===== src/rtl/seg_xlate_pkg.sv =====
package seg_xlate_pkg;

  typedef struct packed {
    logic invalid;
    logic limit;
    logic prot;
  } xl_fault_t;

  function automatic logic any_fault(input xl_fault_t f);
    return f.invalid | f.limit | f.prot;
  endfunction

endpackage


===== src/rtl/seg_wr_gate.sv =====
module seg_wr_gate (
  input  logic rst,
  input  logic wr_en,
  input  logic wr_priv,
  output logic wr_commit,
  output logic wr_denied
);

  always_comb begin
    wr_commit = wr_en & wr_priv & ~rst;
    wr_denied = wr_en & ~wr_priv;
  end

endmodule


===== src/rtl/seg_table.sv =====
module seg_table #(
  parameter int SEG_W = 3,
  parameter int PA_W  = 32
) (
  input  logic             clk,
  input  logic             rst,
  input  logic             we,
  input  logic [SEG_W-1:0] w_idx,
  input  logic [PA_W-1:0]  w_base,
  input  logic [PA_W-1:0]  w_limit,
  input  logic             w_valid,
  input  logic             w_ronly,
  input  logic [SEG_W-1:0] r_idx,
  output logic [PA_W-1:0]  r_base,
  output logic [PA_W-1:0]  r_limit,
  output logic             r_valid,
  output logic             r_ronly
);

  localparam int NSEG = 1 << SEG_W;

  logic [PA_W-1:0] base_mem  [NSEG];
  logic [PA_W-1:0] limit_mem [NSEG];
  logic [NSEG-1:0] ronly_q;
  logic [NSEG-1:0] valid_q;

  // base/limit carry no reset so they map onto plain RAM
  always_ff @(posedge clk) begin
    if (we) begin
      base_mem[w_idx]  <= w_base;
      limit_mem[w_idx] <= w_limit;
      ronly_q[w_idx]   <= w_ronly;
    end
  end

  always_ff @(posedge clk) begin
    if (rst) begin
      valid_q <= '0;
    end else if (we) begin
      valid_q[w_idx] <= w_valid;
    end
  end

  always_comb begin
    r_base  = base_mem[r_idx];
    r_limit = limit_mem[r_idx];
    r_valid = valid_q[r_idx];
    r_ronly = ronly_q[r_idx];
  end

endmodule


===== src/rtl/seg_check.sv =====
module seg_check
  import seg_xlate_pkg::*;
#(
  parameter int OFF_W = 29,
  parameter int PA_W  = 32
) (
  input  logic [OFF_W-1:0] offset,
  input  logic             store,
  input  logic [PA_W-1:0]  base,
  input  logic [PA_W-1:0]  limit,
  input  logic             valid,
  input  logic             ronly,
  output logic [PA_W-1:0]  pa,
  output logic             ok,
  output xl_fault_t        fault
);

  logic [PA_W-1:0] off_ext;
  logic [PA_W-1:0] sum;

  generate
    if (PA_W > OFF_W) begin : g_pad
      assign off_ext = {{(PA_W-OFF_W){1'b0}}, offset};
    end else begin : g_trunc
      assign off_ext = offset[PA_W-1:0];
    end
  endgenerate

  always_comb begin
    sum           = base + off_ext;
    fault.invalid = ~valid;
    fault.limit   = valid & (off_ext > limit);
    fault.prot    = valid & store & ronly;
    ok            = ~any_fault(fault);
    pa            = ok ? sum : '0;
  end

endmodule


===== src/rtl/seg_xlate_top.sv =====
module seg_xlate_top
  import seg_xlate_pkg::*;
#(
  parameter int VA_W  = 32,
  parameter int SEG_W = 3,
  parameter int PA_W  = 32
) (
  input  logic             clk,
  input  logic             rst,
  input  logic             wr_en,
  input  logic             wr_priv,
  input  logic [SEG_W-1:0] wr_idx,
  input  logic [PA_W-1:0]  wr_base,
  input  logic [PA_W-1:0]  wr_limit,
  input  logic             wr_valid,
  input  logic             wr_ronly,
  output logic             wr_denied,
  input  logic [VA_W-1:0]  xl_va,
  input  logic             xl_store,
  output logic [PA_W-1:0]  pa,
  output logic             pa_ok,
  output logic             err_limit,
  output logic             err_invalid,
  output logic             err_prot
);

  localparam int OFF_W = VA_W - SEG_W;

  logic             commit;
  logic [SEG_W-1:0] sel;
  logic [OFF_W-1:0] offset;
  logic [PA_W-1:0]  t_base;
  logic [PA_W-1:0]  t_limit;
  logic             t_valid;
  logic             t_ronly;
  xl_fault_t        fault;

  assign sel    = xl_va[VA_W-1 -: SEG_W];
  assign offset = xl_va[OFF_W-1:0];

  seg_wr_gate gate_i (
    .rst       (rst),
    .wr_en     (wr_en),
    .wr_priv   (wr_priv),
    .wr_commit (commit),
    .wr_denied (wr_denied)
  );

  seg_table #(.SEG_W(SEG_W), .PA_W(PA_W)) table_i (
    .clk     (clk),
    .rst     (rst),
    .we      (commit),
    .w_idx   (wr_idx),
    .w_base  (wr_base),
    .w_limit (wr_limit),
    .w_valid (wr_valid),
    .w_ronly (wr_ronly),
    .r_idx   (sel),
    .r_base  (t_base),
    .r_limit (t_limit),
    .r_valid (t_valid),
    .r_ronly (t_ronly)
  );

  seg_check #(.OFF_W(OFF_W), .PA_W(PA_W)) check_i (
    .offset (offset),
    .store  (xl_store),
    .base   (t_base),
    .limit  (t_limit),
    .valid  (t_valid),
    .ronly  (t_ronly),
    .pa     (pa),
    .ok     (pa_ok),
    .fault  (fault)
  );

  assign err_invalid = fault.invalid;
  assign err_limit   = fault.limit;
  assign err_prot    = fault.prot;

endmodule


===== config.mk =====
export PLATFORM = sky130hd
export DESIGN_NAME = seg_xlate_top
export DESIGN_NICKNAME = d
export VERILOG_FILES = /design/src/rtl/seg_xlate_pkg.sv /design/src/rtl/seg_wr_gate.sv /design/src/rtl/seg_table.sv /design/src/rtl/seg_check.sv /design/src/rtl/seg_xlate_top.sv
export SDC_FILE = /design/constraint.sdc
export NUM_CORES = 1
export LEC_CHECK = 0
export ABC_AREA = 0
export BUFFER_PORTS_ARGS = -buffer_cell sky130_fd_sc_hd__buf_2
export CAP_MARGIN = 20
export CORE_UTILIZATION = 45
export DETAILED_ROUTE_END_ITERATION = 6
export SETUP_SLACK_MARGIN = 0.2
export SLEW_MARGIN = 20
export SYNTH_ARGS = -nofsm -noshare
export SYNTH_HDL_FRONTEND = slang
export SYNTH_HIERARCHICAL = 1
export SYNTH_SLANG_ARGS = --single-unit

===== constraint.sdc =====
create_clock -name clk -period 7.7 [get_ports clk]
set_input_delay 0 -clock clk [delete_from_list [all_inputs] [get_ports clk]]
set_output_delay 0 -clock clk [all_outputs]
set_load 0.005 [all_outputs]

[Yosys cells after proc, flatten, opt, wreduce, memory -nomap -nowiden]
Memories as Yosys holds them, arrays and structs flattened.
Cells that the tools add are included.
Operators by class
  $add $sub $neg: 1
  bitwise logic cells: 12
  muxes and demuxes: 11
  reduce and logical (&&, ||, !) cells: 1
  $lt $le $gt $ge: 4
Operator list (count)
  adder 32 x 29 -> 32 bit: 1
  greater-than comparator 29 x 32 -> 1 bit: 1
  two-way mux 32 bit: 1
  bitwise mux 8 bit: 2
  < comparator 3 x 4 -> 1 bit (second input constant): 2
  AND 1 bit: 6
  binary-select mux 1 bit (select 3 bit): 2
  two-way mux 1 bit: 5
  NOT 1 bit: 4
  demux 1 bit (select 3 bit): 1
  greater-or-equal comparator 3 x 1 -> 1 bit (second input constant): 1
  bitwise OR 1 bit: 2
  logical AND 1 bit: 1
Storage, ports and cells
  RAM bits: 512
  flip-flop bits (word level): 16
  memories kept: 2
Memories
  table_i.base_mem: depth 8, bits a word 32, read ports 1, clocked after Yosys merged registers in 0, write ports 1, line seg_table.sv:22  | logic [PA_W-1:0] base_mem [NSEG];
  table_i.limit_mem: depth 8, bits a word 32, read ports 1, clocked after Yosys merged registers in 0, write ports 1, line seg_table.sv:23  | logic [PA_W-1:0] limit_mem [NSEG];

[Depth between registers and ports, before layout]
Gate-level depths: netlist of run 1.
  depth in word-level cells: 6
  depth in mapped cells: 16
  mapped depth without buffers: 13

[By module]
Netlist of run 1, hierarchy kept.
By module, submodules not included
  seg_table: seq. area each 15775.1 um^2, cells an instance 793, area an instance 19920.4 um^2, times used 1
  seg_check: seq. area each 0.0 um^2, cells an instance 366, area an instance 2457.4 um^2, times used 1
  seg_wr_gate: seq. area each 0.0 um^2, cells an instance 2, area an instance 18.8 um^2, times used 1

[Worst setup path before layout of run 1]
No wires, ideal clock.
  path type: input-to-reg
  start point: in rst
  end point: reg table_i.valid_q[0]
  stages on the path: 4
  path buffers: 0
  arrival: 7765 ps
  path slack: -189 ps
  path through: and3b_2 nor4b_1 mux2i_1 nor2_1
Between the ends
  word-level cells in the longest chain between the ends: 2
Ends and longest elaborated chain
  start: declaration: line seg_xlate_top.sv:9  | input logic rst,
  NOT 1 bit: line seg_wr_gate.sv:10  | wr_commit = wr_en & wr_priv & ~rst;
  AND 1 bit: line seg_wr_gate.sv:10
  end signal: indexed assignment: line seg_table.sv:40  | valid_q[w_idx] <= w_valid;
  end: declaration: line seg_table.sv:25  | logic [NSEG-1:0] valid_q;
Parallel ways exist; a longest one is shown, timed or not.
A chain may end at the register's enable or synchronous reset.

[Worst setup path in the final report of run 1]
  start point: in xl_va[29]
  end point: out pa[28]
RTL lines
  start: declaration: line seg_xlate_top.sv:18  | input logic [VA_W-1:0] xl_va,
  memory (8 x 32 bit)
  net t_base[1]: line seg_xlate_top.sv:32  | logic [PA_W-1:0] t_base;
  adder 32 x 29 -> 32 bit: line seg_check.sv:30  | sum = base + off_ext;
  two-way mux 32 bit: line seg_check.sv:35  | pa = ok ? sum : '0;
  end: declaration: line seg_xlate_top.sv:20  | output logic [PA_W-1:0] pa,
The timed path passes the listed nets, and every way through them passes these cells. The select of a mux whose other input is x is not followed.

==> flow_metrics.py, run 1 <==
metrics = {
    "pwr": {
        "leakagePower_nw": 8.989,
        "power_frac_seq": 0.516,
        "p_sw_frac": 0.2190,
        "pwr-share-comb": 0.087,
        "irDropWorstVdd_mv": 0.1552,
        "p_per_area_mw_per_mm2": 235.8,
        "switchingPower_mw": 1.358,
        "internal_power_mw": 4.842,
        "power_mw": 6.199,
        "p_clk_frac": 0.398,
    },
    "synth": {
        "ys_ff_latch": 528,
        "yosys.area.top_type": "edfxtp_1",
        "synth.most_common_cell": "edfxtp_1",
        "async_flop_share": 0,
        "synthCells": 1161,
        "synthTopCellsByCount": "edfxtp_1 (520), mux4_2 (132), mux2_2 (66)",
        "netlist_area_mm2": 0.02240,
        "syn_nets": 1326,
        "synth-main-ff-cell": "edfxtp_1",
        "netlist_top_cells_area": "edfxtp_1 (70%), mux4_2 (13%), mux2_2 (3.3%), ha_1 (3.2%), a21oi_1 (0.98%)",
        "synth_edf_count": 520,
        "ys_seq_area_frac": 0.7044,
        "yosys_warnings": 6,
        "avgSynthCellArea_um2": 19.29,
        "synth_cell_types": 62,
        "synth_top_area_frac": 0.6972,
    },
    "critical_path": {
        "endpoint_kind": "output port",
        "start_kind": "input pin",
        "critPathRequiredTime_ns": 7.70,
        "critical_path.max_fanout": 64,
        "cp.arrival_ns": 4.66,
        "crit_type": "input pin to output port",
        "rrSetupSlack_ns": 6.53,
    },
    "drt": {
        "routed_wl_um": 51180,
        "drt_iter0_drc": 880,
        "vias": 11751,
        "drc": 0,
        "ant_nets": 0,
        "wl_per_cell_um": 24.27,
        "routed_via_density": 5.572,
        "first_pass_iters": 5,
    },
    "cts": {
        "cts_buffer_depth": 3,
        "ctsHoldBuffers": 73,
        "cts_buffers": 55,
        "htreeDepth": 2,
        "cts_resized": 0,
        "path_clk_slew_ns": 0.06,
        "cts_setup_buffers": 0,
        "tritoncts": "built",
        "worstSkewPairLatency_ns": 0.60,
        "root_buffer": "clkbuf_16",
        "clock_sinks": 528,
    },
    "run": {
        "cap_violations": 0,
    },
    "global_routing": {
        "grt_pass1_wl_um": 77270,
        "grt_max_degree": 72,
        "grt_overflow": 0,
        "first_global_vias": 12440,
        "antenna_found_initial": 5,
        "track_usage": 0.2089,
    },
    "sta": {
        "finalSetupTns_ns": 0,
        "rsz0062_at_grt": "false",
        "setup_violations": 0,
        "maxSlewViolCount": 0,
        "tightest_slew_ns": 0.9249,
        "min_period_ns": 4.662,
        "fmax_mhz": 214.5,
        "min_period_over_period": 0.6054,
        "hold_viol_final": 0,
        "finClkSkew_ns": 0,
        "relSlewSlack": 0.3777,
    },
    "finish": {
        "area_delta_synth_final_pct": 17.39,
        "finalInstanceArea_mm2": 0.02629,
        "fillers": 4041,
        "num-nets-final": 1570,
        "fin_cells": 2109,
        "final_layout_size_suffix_gt1_frac": 0.3141,
    },
    "floorplan": {
        "initial_core_util": 0.4566,
        "die_area_mm2": 0.05067,
        "row_count": 81,
        "die_w_um": 225.1,
        "io-pin-count": 143,
        "core_mm2": 0.04905,
        "die_h_um": 225.1,
    },
    "place": {
        "place_area_mm2": 0.02389,
        "dpl.cell_count": 1939,
        "hpwl_um": 30880,
        "io_buffers": 142,
        "gp_congestion": 0.8814,
    },
    "min_path": {
        "hold_path_class": "input pin to flip-flop",
    },
    "run_status": {
        "outcome": "finished, final reports clean",
    },
}
==> final timing paths <==
| kind | start | depth (start not counted) | end |
|---|---|---|---|
| worst max-delay path | xl_va[29] | 13 | pa[28] |
| worst min-delay path | wr_idx[0] | 3 | table_i/base_mem[0][0]$_DFFE_PP_ |
| worst min register to register | table_i/valid_q[0]$_SDFFE_PP0P_ | 2 | table_i/valid_q[0]$_SDFFE_PP0P_ |
| worst max register to register | table_i/valid_q[5]$_SDFFE_PP0P_ | 3 | table_i/valid_q[5]$_SDFFE_PP0P_ |
==> registers in the layout, indices dropped and copies added, names as in the netlist <==
register,cells
table_i/base_mem,256
table_i/limit_mem,256
table_i/ronly_q,8
table_i/valid_q,8
==> worst max-delay path, cell delays in order <==
cell      delay, ns
clkbuf_8       0.61
buf_4          0.45
mux4_2         0.56
mux2_2         0.33
fa_1           0.48
a211oi_1       0.28
o21ai_0        0.19
a21oi_1        0.40
a21oi_1        0.18
a221oi_2       0.50
o41ai_1        0.13
a211oi_1       0.28
buf_2          0.18
==> layer usage <==
| metal | share of wire | track usage | up-vias | wire length [µm] |
|---|---|---|---|---|
| met1 | 0.44 | 0.2874 | 6137 | 22540 |
| met2 | 0.49 | 0.3447 | 300 | 25060 |
| met5 | 0.00043 | 0 | - | 22 |
| met4 | 0.022 | 0.06517 | 4 | 1145 |
| met3 | 0.047 | 0.03051 | 74 | 2402 |
| li1 | - | - | 5236 | - |
==> stage by stage <==
stage / util / worst slack [ns] / hold WS, ns
2_1_floorplan: - / 0.2711 / 0.09731
3_3_place_gp: 0.4871 / 3.011 / 0.2662
3_5_place_dp: 0.4871 / 3.016 / 0.2691
4_1_cts: 0.5358 / 3.001 / 0.1017
5_1_grt: 0.5360 / 2.774 / 0.1360
6_report: 0.5360 / 3.038 / 0.1328
==> power groups by stage <==
| stage | registers (mW) | logic (mW) | clock network [mW] |
|---|---|---|---|
| after detailed placement | 3.26 | 0.508 | 0 |
| after global placement | 3.26 | 0.503 | 0 |
| final | 3.20 | 0.536 | 2.47 |
| after global routing | 3.20 | 0.591 | 2.62 |
| after CTS | 3.20 | 0.541 | 2.53 |
| after floorplan | 3.26 | 0.343 | 0 |
==> layout make-up <==
class                   count  area (µm²)  share of cell area
clock inverters            26       234.0            0.008899
multi-input cells         545        6246              0.2376
clock buffers              68        1425             0.05420
flip-flops and latches    528       15780              0.6000
repair buffers            234        1614             0.06139
diodes                      3       7.507           0.0002855
inverters                  41       158.9            0.006044
well taps                 664       830.8             0.03160
==> layout by cell type, fill, tap and decap left out, drive strengths merged, types with 13 or more instances in the layout <==
cell         Yosys  layout
edfxtp         520     520
buf             27     160
mux4           132     132
dlygate4sd3      0      73
clkbuf          20      69
mux2            66      66
ha              58      58
nor2            44      44
a21oi           44      44
inv             41      38
nand2           29      29
o21ai           27      27
clkinv           0      24
xnor2           13      13
==> kinds of logic after synthesis <==
logic type	Yosys count	synth area share
DFF	528	0.7044
muxes	206	0.1695
and+or+nand+nor	137	0.03078
AOI/OAI and AO/OA	121	0.03453
buffers and inverters	88	0.01894
adders and majority gates	59	0.03330
xor gates and xnor gates	22	0.008604
Note: power is estimated with default switching activity, not from simulation.
==> run 2: changes to the inputs <==
==> constraint.sdc (replaced) <==
create_clock -name clk -period 4 [get_ports clk]
set_input_delay 0 -clock clk [delete_from_list [all_inputs] [get_ports clk]]
set_output_delay 0 -clock clk [all_outputs]
set_load 0.005 [all_outputs]
==> flow_metrics.py, run 2 (synthesis gave the netlist of run 1 again) <==
metrics = {
    "global_routing": {
        "grt_max_degree": 67,
        "first_global_vias": 12708,
        "grt_overflow": 0,
        "met2_usage": 0.3534,
        "antenna_found_initial": 1,
        "track_usage": 0.2105,
        "busiest_layer": "met2",
        "use_met1": 0.2872,
        "grtUsageMet3": 0.02973,
        "grt_pass1_wl_um": 78160,
    },
    "place": {
        "hpwl_um": 31720,
        "io_buffers": 142,
        "dpl.cell_count": 1967,
        "gp_congestion": 0.9001,
    },
    "finish": {
        "final_common_cell": "edfxtp_1",
        "fillers": 3792,
        "area_delta_synth_final_pct": 23.15,
        "final_layout_size_suffix_gt1_frac": 0.3953,
        "n_antenna_cell": 0,
        "top_regs": "table_i/base_mem x256, table_i/limit_mem x256",
        "num-nets-final": 1622,
        "fin_cells": 2159,
        "final_util": 0.5623,
        "layout_common_cells": "edfxtp_1 (520), buf_2 (136), mux4_2 (132)",
    },
    "floorplan": {
        "initial_core_util": 0.4566,
        "core_mm2": 0.04905,
        "die_w_um": 225.1,
        "die_area_mm2": 0.05067,
        "io-pin-count": 143,
        "die_h_um": 225.1,
        "row_count": 81,
    },
    "cts": {
        "path_clk_slew_ns": 0.06,
        "cts_buffers": 53,
        "tritoncts": "built",
        "root_buffer": "clkbuf_16",
        "clock_sinks": 528,
        "htreeDepth": 2,
        "worstSkewPairLatency_ns": 0.59,
        "cts_buffer_depth": 3,
    },
    "sta": {
        "fmax_mhz": 254.7,
        "min_period_ns": 3.927,
        "relSlewSlack": 0.4053,
        "hold_ws_ns": 0.1464,
        "maxSlewViolCount": 0,
        "finClkSkew_ns": 0,
        "min_period_over_period": 0.9817,
        "tightest_slew_ns": 0.8921,
        "finalSetupTns_ns": 0,
        "hold_viol_final": 0,
        "rsz0062_at_grt": "true",
        "setup_violations": 0,
    },
    "critical_path": {
        "max_stage_delay_ns": 0.49,
        "start_kind": "flip-flop",
        "cpMaxStageDelayCell": "mux4_2",
        "crit_path_cell_trace": "mux4_2 -> mux2_4 -> ha_4 -> fa_2 -> a211oi_2 -> o21ai_2 -> a21oi_2 -> buf_6 -> a21oi_4 -> a221oi_2 -> buf_4 -> o31ai_2 -> xnor2_1 -> nor2_1 -> buf_2",
        "endpoint_kind": "output port",
        "cp.arrival_ns": 3.93,
        "critical_path.max_fanout": 4,
        "crit_type": "flip-flop to output port",
        "critPathRequiredTime_ns": 4.00,
    },
    "drt": {
        "drt_iter0_drc": 915,
        "routed_wl_um": 52440,
        "ant_nets": 0,
        "wl_per_cell_um": 24.29,
        "vias": 12025,
        "routed_via_density": 5.570,
        "drc": 0,
        "first_pass_iters": 5,
    },
    "pwr": {
        "power_mw": 12.08,
        "p_per_area_mw_per_mm2": 438.0,
        "leakagePower_nw": 9.433,
        "irDropWorstVdd_mv": 0.3017,
    },
    "run": {
        "cap_violations": 0,
    },
    "run_status": {
        "outcome": "finished, final reports clean",
    },
    "min_path": {
        "hold_path_class": "input pin to flip-flop",
    },
}
==> run 2: cell type report <==
cell class | count | area [µm²] | share of cell area
clock buffers | 66 | 1375 | 0.04985
clock inverters | 27 | 225.2 | 0.008165
inverters | 41 | 165.2 | 0.005988
multi-input cells | 545 | 6949 | 0.2520
flip-flops and latches | 528 | 15780 | 0.5719
well taps | 664 | 830.8 | 0.03012
repair buffers | 288 | 2261 | 0.08197
==> run 2: path summary, 6_finish.rpt <==
path / from / end / slack (ns) / cells past startpoint
hold / removal: wr_en / table_i/valid_q[6]$_SDFFE_PP0P_ / 0.15 / 5
setup / recovery: table_i/base_mem[5][0]$_DFFE_PP_ / pa[24] / 0.07 / 15
setup reg to reg: table_i/valid_q[3]$_SDFFE_PP0P_ / table_i/valid_q[3]$_SDFFE_PP0P_ / 2.80 / 3
hold reg to reg: table_i/valid_q[6]$_SDFFE_PP0P_ / table_i/valid_q[6]$_SDFFE_PP0P_ / 0.50 / 2
==> run 2: metrics by stage <==
| stage | instance area [µm²] | worst slack (ns) |
|---|---|---|
| 2_1_floorplan | 22420 | -0.7491 |
| 3_3_place_gp | 24240 | 0.2044 |
| 3_5_place_dp | 24240 | 0.2021 |
| 4_1_cts | 26990 | -0.03593 |
| 5_1_grt | 27580 | -0.05408 |
| 6_report | 27580 | 0.07310 |
==> run 2: power breakdown <==
part           switching (mW)  leakage [nW]  total (mW)  internal [mW]
sequential             0.0136          4.75        6.15           6.14
clock                    2.00         0.783        4.63           2.62
combinational           0.684          3.90        1.30          0.615
==> run 2: routing by layer <==
layer / part of all wire / up-vias
li1: - / 5337
met1: 0.43 / 6287
met2: 0.49 / 315
met3: 0.047 / 84
met4: 0.026 / 2
met5: 0.00015 / -
==> run 2: timing repair <==
action	CTS	global route
hold buffers	74	0
cloned	0	3
gates resized for setup	62	94
buffers inserted	12	10
endpoints found under the hold margin	528	0
setup endpoints to repair	32	32
pin swaps	28	41
==> run 2: worst max-delay path, delay by kind of cell (launching register included) <==
family	cells	cell delay (ns)
flops	1	0.36
simple gates	1	0.07
buf+inv	3	0.45
mux	2	0.79
compound gates	6	0.93
fa+ha+maj	2	0.53
xor+xnor	1	0.19
==> run 3: changes to the inputs <==
==> constraint.sdc (replaced) <==
create_clock -name clk -period 4.3 [get_ports clk]
set_input_delay 0 -clock clk [delete_from_list [all_inputs] [get_ports clk]]
set_output_delay 0 -clock clk [all_outputs]
set_load 0.005 [all_outputs]
==> flow_metrics.py, run 3 (synthesis gave the netlist of run 1 again) <==
metrics = {
    "run_status": {
        "outcome": "finished with violations",
        "violations": "design-rule violations",
    },
    "drt": {
        "drc": 1,
        "wl_per_cell_um": 24.10,
        "first_pass_iters": 7,
        "routed_wl_um": 51430,
        "drt_iter0_drc": 836,
        "ant_nets": 0,
        "routed_via_density": 5.561,
        "vias": 11868,
    },
    "cts": {
        "root_buffer": "clkbuf_16",
        "htreeDepth": 2,
        "cts_buffer_depth": 3,
        "path_clk_slew_ns": 0.06,
        "clock_sinks": 528,
        "tritoncts": "built",
        "worstSkewPairLatency_ns": 0.59,
        "cts_buffers": 53,
    },
    "place": {
        "io_buffers": 142,
        "place_area_mm2": 0.02413,
        "hpwl_um": 31770,
        "place_ws_ns": 0.3863,
        "gp_congestion": 0.9046,
    },
    "sta": {
        "min_period_over_period": 0.9424,
        "hold_ws_ns": 0.1408,
        "min_period_ns": 4.052,
        "relSlewSlack": 0.4109,
        "rsz0062_at_grt": "true",
        "hold_viol_final": 0,
        "maxSlewViolCount": 0,
        "finClkSkew_ns": 0,
        "fmax_mhz": 246.8,
        "setup_violations": 0,
        "tightest_slew_ns": 0.8837,
        "setup_ws_ns": 0.2478,
    },
    "pwr": {
        "p_per_area_mw_per_mm2": 413.6,
        "irDropWorstVdd_mv": 0.3298,
        "leakagePower_nw": 9.102,
        "power_mw": 11.05,
    },
    "finish": {
        "finalInstanceArea_mm2": 0.02671,
        "area_delta_synth_final_pct": 19.24,
        "num-nets-final": 1593,
        "final_common_cell": "edfxtp_1",
        "top_regs": "table_i/base_mem x256, table_i/limit_mem x256",
        "layout_common_cells": "edfxtp_1 (520), buf_2 (139), mux4_2 (132)",
        "final_util": 0.5444,
        "final_layout_size_suffix_gt1_frac": 0.3392,
        "fillers": 3923,
    },
    "floorplan": {
        "initial_core_util": 0.4566,
        "row_count": 81,
        "die_w_um": 225.1,
        "core_mm2": 0.04905,
        "die_area_mm2": 0.05067,
        "io-pin-count": 143,
        "die_h_um": 225.1,
    },
    "run": {
        "cap_violations": 0,
    },
    "global_routing": {
        "track_usage": 0.2074,
        "antenna_found_initial": 3,
        "first_global_vias": 12364,
        "grt_max_degree": 67,
        "grt_pass1_wl_um": 76780,
        "grt_overflow": 0,
    },
    "critical_path": {
        "crit_type": "flip-flop to output port",
        "start_kind": "flip-flop",
        "cpMaxStageDelayCell": "mux4_2",
        "endpoint_kind": "output port",
        "cp_common_cell": "a21oi_4",
        "critical_path.max_fanout": 3,
        "cp.arrival_ns": 4.05,
        "crit_path_cell_trace": "mux4_2 -> mux2_4 -> ha_4 -> fa_2 -> a211oi_4 -> o21ai_2 -> a21oi_4 -> a21oi_4 -> a221oi_4 -> buf_4 -> nor4_1 -> nor3_1 -> a211oi_2 -> buf_2",
        "max_stage_delay_ns": 0.47,
        "critPathRequiredTime_ns": 4.30,
    },
    "min_path": {
        "hold_path_class": "input pin to flip-flop",
    },
}
[run 3: layer usage]
layer,GRT usage,vias up,routed length [µm]
met3,0.03012,75,2183
met2,0.3419,299,25170
met1,0.2889,6188,23050
met5,0,-,13
li1,-,5304,-
met4,0.05815,2,1010
[run 3: what timing repair did]
action | CTS | global route
hold buffers | 72 | 0
setup endpoints to repair | 16 | 20
pin swaps | 4 | 12
gates resized for setup | 10 | 32
endpoints found under the hold margin | 528 | 0
setup buffers | 3 | 6
[run 3: area by class of cell]
type,count,area (µm²),share of cell area
timing repair buffer,259,1904,0.07131
inverter,41,162.7,0.006091
sequential,528,15780,0.5907
clock inverter,24,172.7,0.006466
antenna,2,5.005,0.0001874
clock buffer,71,1394,0.05219
multi-input combinational,545,6461,0.2419
tap,664,830.8,0.03111
[run 3: worst max-delay path, delay by kind of cell, from the launching register on]
| family | cells | cell delay, ns |
|---|---|---|
| AO/OA/AOI/OAI | 6 | 1.12 |
| multiplexers | 2 | 0.76 |
| adder cells (fa/ha/maj) | 2 | 0.60 |
| flip-flops | 1 | 0.37 |
| buffers and inverters | 2 | 0.33 |
| AND/OR/NAND/NOR | 2 | 0.28 |
[run 3: worst paths after layout]
kind	start	to	slack, ns	cells after the start
worst max-delay path	table_i/base_mem[5][0]$_DFFE_PP_	pa[28]	0.25	14
worst min-delay path	wr_en	table_i/valid_q[3]$_SDFFE_PP0P_	0.14	5
worst max register to register	table_i/valid_q[7]$_SDFFE_PP0P_	table_i/valid_q[7]$_SDFFE_PP0P_	3.13	3
worst min register to register	table_i/valid_q[2]$_SDFFE_PP0P_	table_i/valid_q[2]$_SDFFE_PP0P_	0.50	2
[run 3: metrics by stage]
stage                     cells  TNS, ns
after floorplan            1161   -64.23
after global placement     1956        0
after detailed placement   1956        0
after CTS                  2126        0
after global routing       2134        0
final                      2134        0
[run 3: report_power, final]
part | switching (mW) | internal (mW)
registers | 0.0126 | 5.71
clock network | 1.86 | 2.39
logic | 0.582 | 0.492
